===== src/rtl/tmon_pkg.sv =====
package tmon_pkg;
  localparam int ADDR_W = 12;
  localparam int RAW_W  = 10;

  localparam logic [ADDR_W-1:0] OFS_MODE    = 12'h000;
  localparam logic [ADDR_W-1:0] OFS_SITE_V2 = 12'h008;
  localparam logic [ADDR_W-1:0] OFS_IVL_V1  = 12'h008;
  localparam logic [ADDR_W-1:0] OFS_IVL_V2  = 12'h00C;
  localparam logic [ADDR_W-1:0] OFS_IRQ     = 12'h020;
  localparam logic [ADDR_W-1:0] OFS_TCFG    = 12'h080;
  localparam logic [ADDR_W-1:0] OFS_SCFG    = 12'h084;
  localparam logic [ADDR_W-1:0] OFS_REV     = 12'hBF8;
  localparam int RES_BASE   = 'h100;
  localparam int RES_STRIDE = 16;
  localparam int RNG_BASE   = 'hF10;

  typedef enum logic {PH_SCAN, PH_WAIT} scan_ph_e;
endpackage


===== src/rtl/tmon_scan.sv =====
module tmon_scan
  import tmon_pkg::*;
#(
  parameter int NUM_SITES = 16,
  parameter int IVL_W     = 8,
  parameter int PRESCALE  = 4
) (
  input  logic                  clk_i,
  input  logic                  rst_ni,
  input  logic                  en_i,
  input  logic [IVL_W-1:0]      ivl_i,
  output logic                  visit_o,
  output logic [$clog2(NUM_SITES)-1:0] idx_o
);
  localparam int SIDX_W = $clog2(NUM_SITES);
  localparam int CNT_W  = $clog2((1 << IVL_W) * PRESCALE + 1);
  localparam logic [SIDX_W-1:0] LAST = SIDX_W'(NUM_SITES - 1);

  scan_ph_e           ph_q;
  logic [SIDX_W-1:0]  idx_q;
  logic [CNT_W-1:0]   cnt_q;
  logic [CNT_W-1:0]   wait_load;

  assign wait_load = CNT_W'((32'(ivl_i) + 32'd1) * 32'(PRESCALE) - 32'd1);
  assign visit_o   = en_i && (ph_q == PH_SCAN);
  assign idx_o     = idx_q;

  always_ff @(posedge clk_i or negedge rst_ni) begin
    if (!rst_ni) begin
      ph_q  <= PH_SCAN;
      idx_q <= '0;
      cnt_q <= '0;
    end else if (!en_i) begin
      ph_q  <= PH_SCAN;
      idx_q <= '0;
      cnt_q <= '0;
    end else begin
      case (ph_q)
        PH_SCAN: begin
          if (idx_q == LAST) begin
            idx_q <= '0;
            ph_q  <= PH_WAIT;
            cnt_q <= wait_load;
          end else begin
            idx_q <= idx_q + 1'b1;
          end
        end
        default: begin
          if (cnt_q == '0) ph_q <= PH_SCAN;
          else             cnt_q <= cnt_q - 1'b1;
        end
      endcase
    end
  end


  idx_step_chk: assert property (@(posedge clk_i) disable iff (!rst_ni)
    visit_o && (idx_o != LAST) |=> !en_i || (visit_o && (idx_o == $past(idx_o) + 1'b1)));

  pass_gap_chk: assert property (@(posedge clk_i) disable iff (!rst_ni)
    visit_o && (idx_o == LAST) |=> !visit_o);
endmodule


===== src/rtl/tmon_site.sv =====
module tmon_site
  import tmon_pkg::*;
#(
  parameter int VERSION = 1
) (
  input  logic             clk_i,
  input  logic             rst_ni,
  input  logic             clr_i,
  input  logic             cap_i,
  input  logic [RAW_W-1:0] raw_i,
  input  logic             ok_i,
  output logic [31:0]      res_o
);
  logic             valid_q;
  logic [RAW_W-1:0] temp_q;

  always_ff @(posedge clk_i or negedge rst_ni) begin
    if (!rst_ni) begin
      valid_q <= 1'b0;
      temp_q  <= '0;
    end else if (clr_i) begin
      valid_q <= 1'b0;
    end else if (cap_i) begin
      valid_q <= ok_i;
      temp_q  <= raw_i;
    end
  end

  // v1: whole degrees C in 7:0; v2: kelvin in 8:0, half-degree in 9
  assign res_o = (VERSION == 1) ? {valid_q, 23'b0, temp_q[7:0]}
                                : {valid_q, 21'b0, temp_q};


  clr_drop_chk: assert property (@(posedge clk_i) disable iff (!rst_ni)
    clr_i |=> !res_o[31]);

  cap_flag_chk: assert property (@(posedge clk_i) disable iff (!rst_ni)
    cap_i && !clr_i |=> res_o[31] == $past(ok_i));
endmodule


===== src/rtl/tmon_regs.sv =====
module tmon_regs
  import tmon_pkg::*;
#(
  parameter int NUM_SITES = 16,
  parameter int VERSION   = 1,
  parameter int PRESCALE  = 4,
  parameter int IVL_W     = 8,
  parameter int NUM_RANGE = 16
) (
  input  logic                       clk_i,
  input  logic                       rst_ni,
  input  logic                       req_i,
  input  logic                       we_i,
  input  logic [ADDR_W-1:0]          addr_i,
  input  logic [31:0]                wdata_i,
  output logic                       rvalid_o,
  output logic [31:0]                rdata_o,
  input  logic [NUM_SITES*RAW_W-1:0] sens_raw_i,
  input  logic [NUM_SITES-1:0]       sens_ok_i
);
  localparam int SIDX_W = $clog2(NUM_SITES);
  localparam logic [ADDR_W-1:0] IVL_OFS = (VERSION == 1) ? OFS_IVL_V1 : OFS_IVL_V2;
  localparam logic [31:0] REV_VAL = {16'b0, 8'(VERSION), 8'b0};

  logic [31:0]      mode_q, irq_q, tcfg_q, scfg_q;
  logic [15:0]      site_q;
  logic [IVL_W-1:0] ivl_q;
  logic [31:0]      range_q [NUM_RANGE];
  logic [31:0]      res     [NUM_SITES];
  logic [NUM_SITES-1:0] site_en;
  logic             mon_en, visit, wr_en, rd_en, rvalid_q;
  logic [SIDX_W-1:0] scan_idx;
  logic [31:0]      rd_d, rdata_q;

  assign wr_en  = req_i && we_i;
  assign rd_en  = req_i && !we_i;
  assign mon_en = mode_q[31];

  always_ff @(posedge clk_i or negedge rst_ni) begin
    if (!rst_ni) begin
      mode_q <= '0;
      site_q <= '0;
      ivl_q  <= IVL_W'(15);
      irq_q  <= '0;
      tcfg_q <= '0;
      scfg_q <= '0;
      for (int k = 0; k < NUM_RANGE; k++) range_q[k] <= '0;
    end else if (wr_en) begin
      if (addr_i == OFS_MODE) mode_q <= wdata_i;
      if (VERSION == 2 && addr_i == OFS_SITE_V2) site_q <= wdata_i[15:0];
      if (addr_i == IVL_OFS)  ivl_q  <= wdata_i[IVL_W-1:0];
      if (addr_i == OFS_IRQ)  irq_q  <= wdata_i;
      if (addr_i == OFS_TCFG) tcfg_q <= wdata_i;
      if (addr_i == OFS_SCFG) scfg_q <= wdata_i;
      for (int k = 0; k < NUM_RANGE; k++)
        if (addr_i == ADDR_W'(RNG_BASE + 4 * k)) range_q[k] <= wdata_i;
    end
  end

  // site bitmap convention differs per version
  for (genvar n = 0; n < NUM_SITES; n++) begin : g_sel
    if (VERSION == 1) begin : g_v1
      assign site_en[n] = mode_q[15-n];
    end else begin : g_v2
      assign site_en[n] = site_q[n];
    end
  end

  tmon_scan #(
    .NUM_SITES(NUM_SITES),
    .IVL_W    (IVL_W),
    .PRESCALE (PRESCALE)
  ) u_scan (
    .clk_i  (clk_i),
    .rst_ni (rst_ni),
    .en_i   (mon_en),
    .ivl_i  (ivl_q),
    .visit_o(visit),
    .idx_o  (scan_idx)
  );

  for (genvar n = 0; n < NUM_SITES; n++) begin : g_site
    tmon_site #(.VERSION(VERSION)) u_site (
      .clk_i (clk_i),
      .rst_ni(rst_ni),
      .clr_i (!mon_en || !site_en[n]),
      .cap_i (visit && (scan_idx == SIDX_W'(n)) && site_en[n]),
      .raw_i (sens_raw_i[n*RAW_W +: RAW_W]),
      .ok_i  (sens_ok_i[n]),
      .res_o (res[n])
    );
  end

  always_comb begin
    rd_d = '0;
    if (addr_i == OFS_MODE) rd_d = mode_q;
    if (addr_i == IVL_OFS)  rd_d = {{(32-IVL_W){1'b0}}, ivl_q};
    if (VERSION == 2 && addr_i == OFS_SITE_V2) rd_d = {16'b0, site_q};
    if (addr_i == OFS_IRQ)  rd_d = irq_q;
    if (addr_i == OFS_TCFG) rd_d = tcfg_q;
    if (addr_i == OFS_SCFG) rd_d = scfg_q;
    if (addr_i == OFS_REV)  rd_d = REV_VAL;
    for (int n = 0; n < NUM_SITES; n++)
      if (addr_i == ADDR_W'(RES_BASE + RES_STRIDE * n)) rd_d = res[n];
    for (int k = 0; k < NUM_RANGE; k++)
      if (addr_i == ADDR_W'(RNG_BASE + 4 * k)) rd_d = range_q[k];
  end

  always_ff @(posedge clk_i or negedge rst_ni) begin
    if (!rst_ni) begin
      rvalid_q <= 1'b0;
      rdata_q  <= '0;
    end else begin
      rvalid_q <= rd_en;
      rdata_q  <= rd_en ? rd_d : '0;
    end
  end

  assign rvalid_o = rvalid_q;
  assign rdata_o  = rdata_q;


  rd_lat_chk: assert property (@(posedge clk_i) disable iff (!rst_ni)
    rd_en |=> rvalid_o);

  rd_src_chk: assert property (@(posedge clk_i) disable iff (!rst_ni)
    rvalid_o |-> $past(rd_en));

  rev_fixed_chk: assert property (@(posedge clk_i) disable iff (!rst_ni)
    rvalid_o && ($past(addr_i) == OFS_REV) |-> rdata_o == REV_VAL);
endmodule


===== config.mk =====
export PLATFORM = sky130hd
export DESIGN_NAME = tmon_regs
export DESIGN_NICKNAME = d
export VERILOG_FILES = /design/src/rtl/tmon_pkg.sv /design/src/rtl/tmon_scan.sv /design/src/rtl/tmon_site.sv /design/src/rtl/tmon_regs.sv
export SDC_FILE = /design/constraint.sdc
export NUM_CORES = 1
export LEC_CHECK = 0
export BUFFER_PORTS_ARGS = -buffer_cell sky130_fd_sc_hd__buf_4
export CAP_MARGIN = 40
export CORE_ASPECT_RATIO = 1.75
export CORE_MARGIN = 4
export CORE_UTILIZATION = 66
export DETAILED_ROUTE_END_ITERATION = 7
export PLACE_DENSITY_LB_ADDON = 0.2
export SLEW_MARGIN = 20
export SYNTH_ARGS = -nofsm -noshare
export SYNTH_HDL_FRONTEND = slang
export SYNTH_SLANG_ARGS = --single-unit

===== constraint.sdc =====
create_clock -name clk_i -period 3.1 [get_ports clk_i]
set_clock_uncertainty 0.05 [all_clocks]
set_input_delay 0.465 -clock clk_i [delete_from_list [all_inputs] [get_ports clk_i]]
set_output_delay 0.465 -clock clk_i [all_outputs]
set_load 0.05 [all_outputs]

==> summary.md <==
| Metric | Value |
|---|---|
| Status | finished, violations left |
| Failing checks | hold timing |
| Sequential share of power | 49.9% |
| DRT Pass-1 Iters | 6 |
| Hold WS | -0.000195 ns |
| Tmin final | 3.02 ns |
| Post-Route Utilization | 81.7% |
| Post-layout net count | slightly below 4000 |
| GRT Residual Overflow | 0 |
| Initial Utilization | 66.7% |
| H-tree levels | 3 |
| Cells on worst reg2reg path | 8 |
| Clock Tree Root | clkbuf_16 |
| Die ar. | 63000 sq um |
| CTS max path bufs | 3 |
| Synth cell types | 80 |
| CTS tree | built |
| Max_slew headroom | 37.6% |
| Unrepaired setup endpoints after global routing | no |
| Number of gates resized after cts | 0 |
| WP data arrival | roughly 3.5 ns |
| Via count | ~33000 |
| Vias in the first global route | 34900 |
| Initial drt markers | approximately 4100 |
| IO buf count | 224 |
| Remaining antenna violation count after routing | 0 |
| Internal Power | 17.0 mW |
| Critical path startpoint category | input port |
| Drt total wl | 155000 um |
| DR WL/cell | 34.6 um |
| Net Count, Synth | 3349 |
| Asr flop ratio synth | between 90% and 100% |
| Cts bufs inserted | 74 |
| Worst slew pin tran | 0.927 ns |
| Clock Power Share | around 45% |
| Crit share post-route | 97.3% |
| # IOs | 257 |
| Initial antenna violation count | 6 |
| DRC viols | 0 |
| GPL Wtd Cong | 1.02 |
| Row count | 117 |
| Critical Path Sink Type | register |
| Pin count of the biggest net entering global routing | 116 |
| Net Sw Power | just over 5 mW |
| Cell area after synthesis | 38900 sq um |
| Max Slew Vio Count | 0 |
| PD cells | 465 nW/um^2 |
| Sum Neg Setup Slack | 0 ns |
| R2r setup slk | approximately 0.22 ns |
| Worst EP required | 3.61 ns |
| Avg Vias per Cell | 7.31 |
| Share of layout cells above drive strength 1 | between 40% and 50% |
| Worst-path clk slew | around 0.07 ns |
| CP max FO | 6 |
| FF+latch count, synth | between 800 and 900 |
| Final hold violation count | 1 |
| Max Cap Viol | 0 |
| FF-to-FF Start | ivl_q[0] |
| Core area | 58300 sq um |
| Top FF cell, synth | dfrtp_1 |
| Layout area overhead | 22.4% |
| Hold path endpoint | g_site[11].u_site.temp_q[3] |
| LEAKAGE | 23.1 nW |
| Switching share of total power | approximately a quarter |
| Clock Latency Late Sink | 0.66 ns |
| Die Wd | 191 um |
| Die height | 329 um |
| Register area share after synthesis | 54.2% |
| Commonest non-fill, non-tap cells in the layout | dfrtp_1, mux2_2, buf_4 |
| Total track usage | 49.1% |
| Detailed placement HPWL | 105000 um |
| Post-Syn Instances | 3118 |
| Commonest non-fill, non-tap cell in the layout | dfrtp_1 |
| Worst hold path type | input port to register |
| Clk sinks | 841 |
| Hold buffers post-CTS | 71 |
| Hold_sp | sens_raw_i[113] |
| Max Freq | 0.332 GHz |
| Worst hold stages | 2 |
| Setup Fix Bufs, Post-CTS | 0 |
| Design Area, Final | 47600 sq um |
| Mapped Avg Cell Area | ~12 sq um |
| Maximum vdd drop | 0.626 mV |
| Yosys warns | 0 |
| Placed cell area | 44300 sq um |
| First-pass GRT wire length | between 200000 and 250000 um |
| Worst r2r dst | rdata_o[0] |
| Combinational share of power | 5.6% |
| EDFF count, synth | 0 |
| Kind of critical path | input port to register |
| Final setup vio count | 0 |
-- flip-flops by register name (all words and copies together), names as in the netlist --
register               cells
u_scan.idx_o               4
range_q                  512
irq_q                     32
u_scan.ph_q                1
g_site.u_site.valid_q     16
rdata_o                   32
u_scan.cnt_q              11
g_site.u_site.temp_q     128
ivl_q                      8
mode_q                    32
rvalid_o                   1
scfg_q                    32
tcfg_q                    32
-- synth_stat cells (8+ instances only) --
cell	n	area share (%)
buf_4	25	0.48
o31ai_1	8	0.15
dfrtp_1	837	54
buf_2	91	1.2
mux2i_1	34	0.88
a221oi_1	47	1.1
nor4_1	12	0.19
buf_1	19	0.18
nand2_1	134	1.3
and3_1	24	0.39
a211oi_1	8	0.15
clkbuf_1	133	1.3
o22ai_1	25	0.40
nand2b_1	16	0.26
nand4_1	16	0.26
a22o_1	28	0.63
o32ai_1	12	0.27
o221ai_1	15	0.34
a21oi_1	104	1.3
nand3_1	58	0.75
a222oi_1	24	0.62
o21ai_0	113	1.5
a221o_1	10	0.26
inv_1	14	0.14
a22oi_1	133	2.6
a31oi_1	25	0.40
mux2_2	782	23
xnor2_1	10	0.23
nor3_1	42	0.54
nor2_1	146	1.4
o211ai_1	20	0.39
-- worst max-delay path by stage --
stage,startpoint,to,cells after the start
floorplan,addr_i[3],range_q[193],9
global placement,addr_i[4],rdata_o[14],13
detailed placement,addr_i[4],rdata_o[11],13
CTS,addr_i[4],rdata_o[13],12
global route,addr_i[6],rdata_o[0],11
finish,addr_i[6],rdata_o[0],11
-- critical path: stages --
cell and delay [ns]:
buf_4 0.15, buf_12 0.14, nor4_2 0.63, nand3_1 0.15
o31ai_1 0.10, a31oi_1 0.18, o21ai_0 0.76, o311ai_0 0.37
buf_4 0.23, and4_1 0.15, o22ai_1 0.18
-- routing by layer --
metal	part of all wire [%]	track usage (%)	routed length [um]	vias to the layer above
li1	-	-	-	12600
met1	31	54.1	48500	16100
met2	46	76.6	70400	2865
met3	11	13.4	16900	1086
met4	12	44.9	18800	6
met5	0.027	0	42	-
-- per-stage QoR --
step	total power, mW	worst slack [ns]	cells	hold WS [ns]
after floorplan	11.6	0.427	3118	0.119
after global placement	12.3	-0.365	4251	0.419
after detailed placement	12.4	-0.375	4252	0.426
after CTS	22.1	0.216	4460	0.0000494
after global routing	22.7	0.0788	4462	0.00454
final	22.1	0.0840	4465	-0.000195
-- power by group through the flow --
stage | logic (mW) | registers [mW] | clock network (mW)
final | 1.23 | 11.1 | 9.85
after global routing | 1.29 | 11.0 | 10.3
after CTS | 1.20 | 11.1 | 9.83
after detailed placement | 1.12 | 11.3 | 0
after global placement | 1.09 | 11.3 | 0
after floorplan | 0.319 | 11.2 | 0
-- cell type report --
class                           count  area [sq um]
Multi-Input combinational cell   1993         16700
Fill cell                        2988         10700
Sequential cell                   841         21100
Antenna cell                        3          7.51
Timing Repair Buffer              704          6220
Inverter                           14          52.6
Tap cell                          773           967
Clock buffer                      106          2140
Clock inverter                     31           398
-- logic make-up after synthesis --
logic type | Yosys count | synth area share, %
muxes | 820 | 23.7
DFF | 841 | 54.2
buffers and inverters | 284 | 3.30
AOI/OAI and AO/OA | 636 | 11.5
and+or+nand+nor | 513 | 6.76
adders and majority gates | 7 | 0.225
xor gates and xnor gates | 17 | 0.383
(Power assumes the default switching activity.)
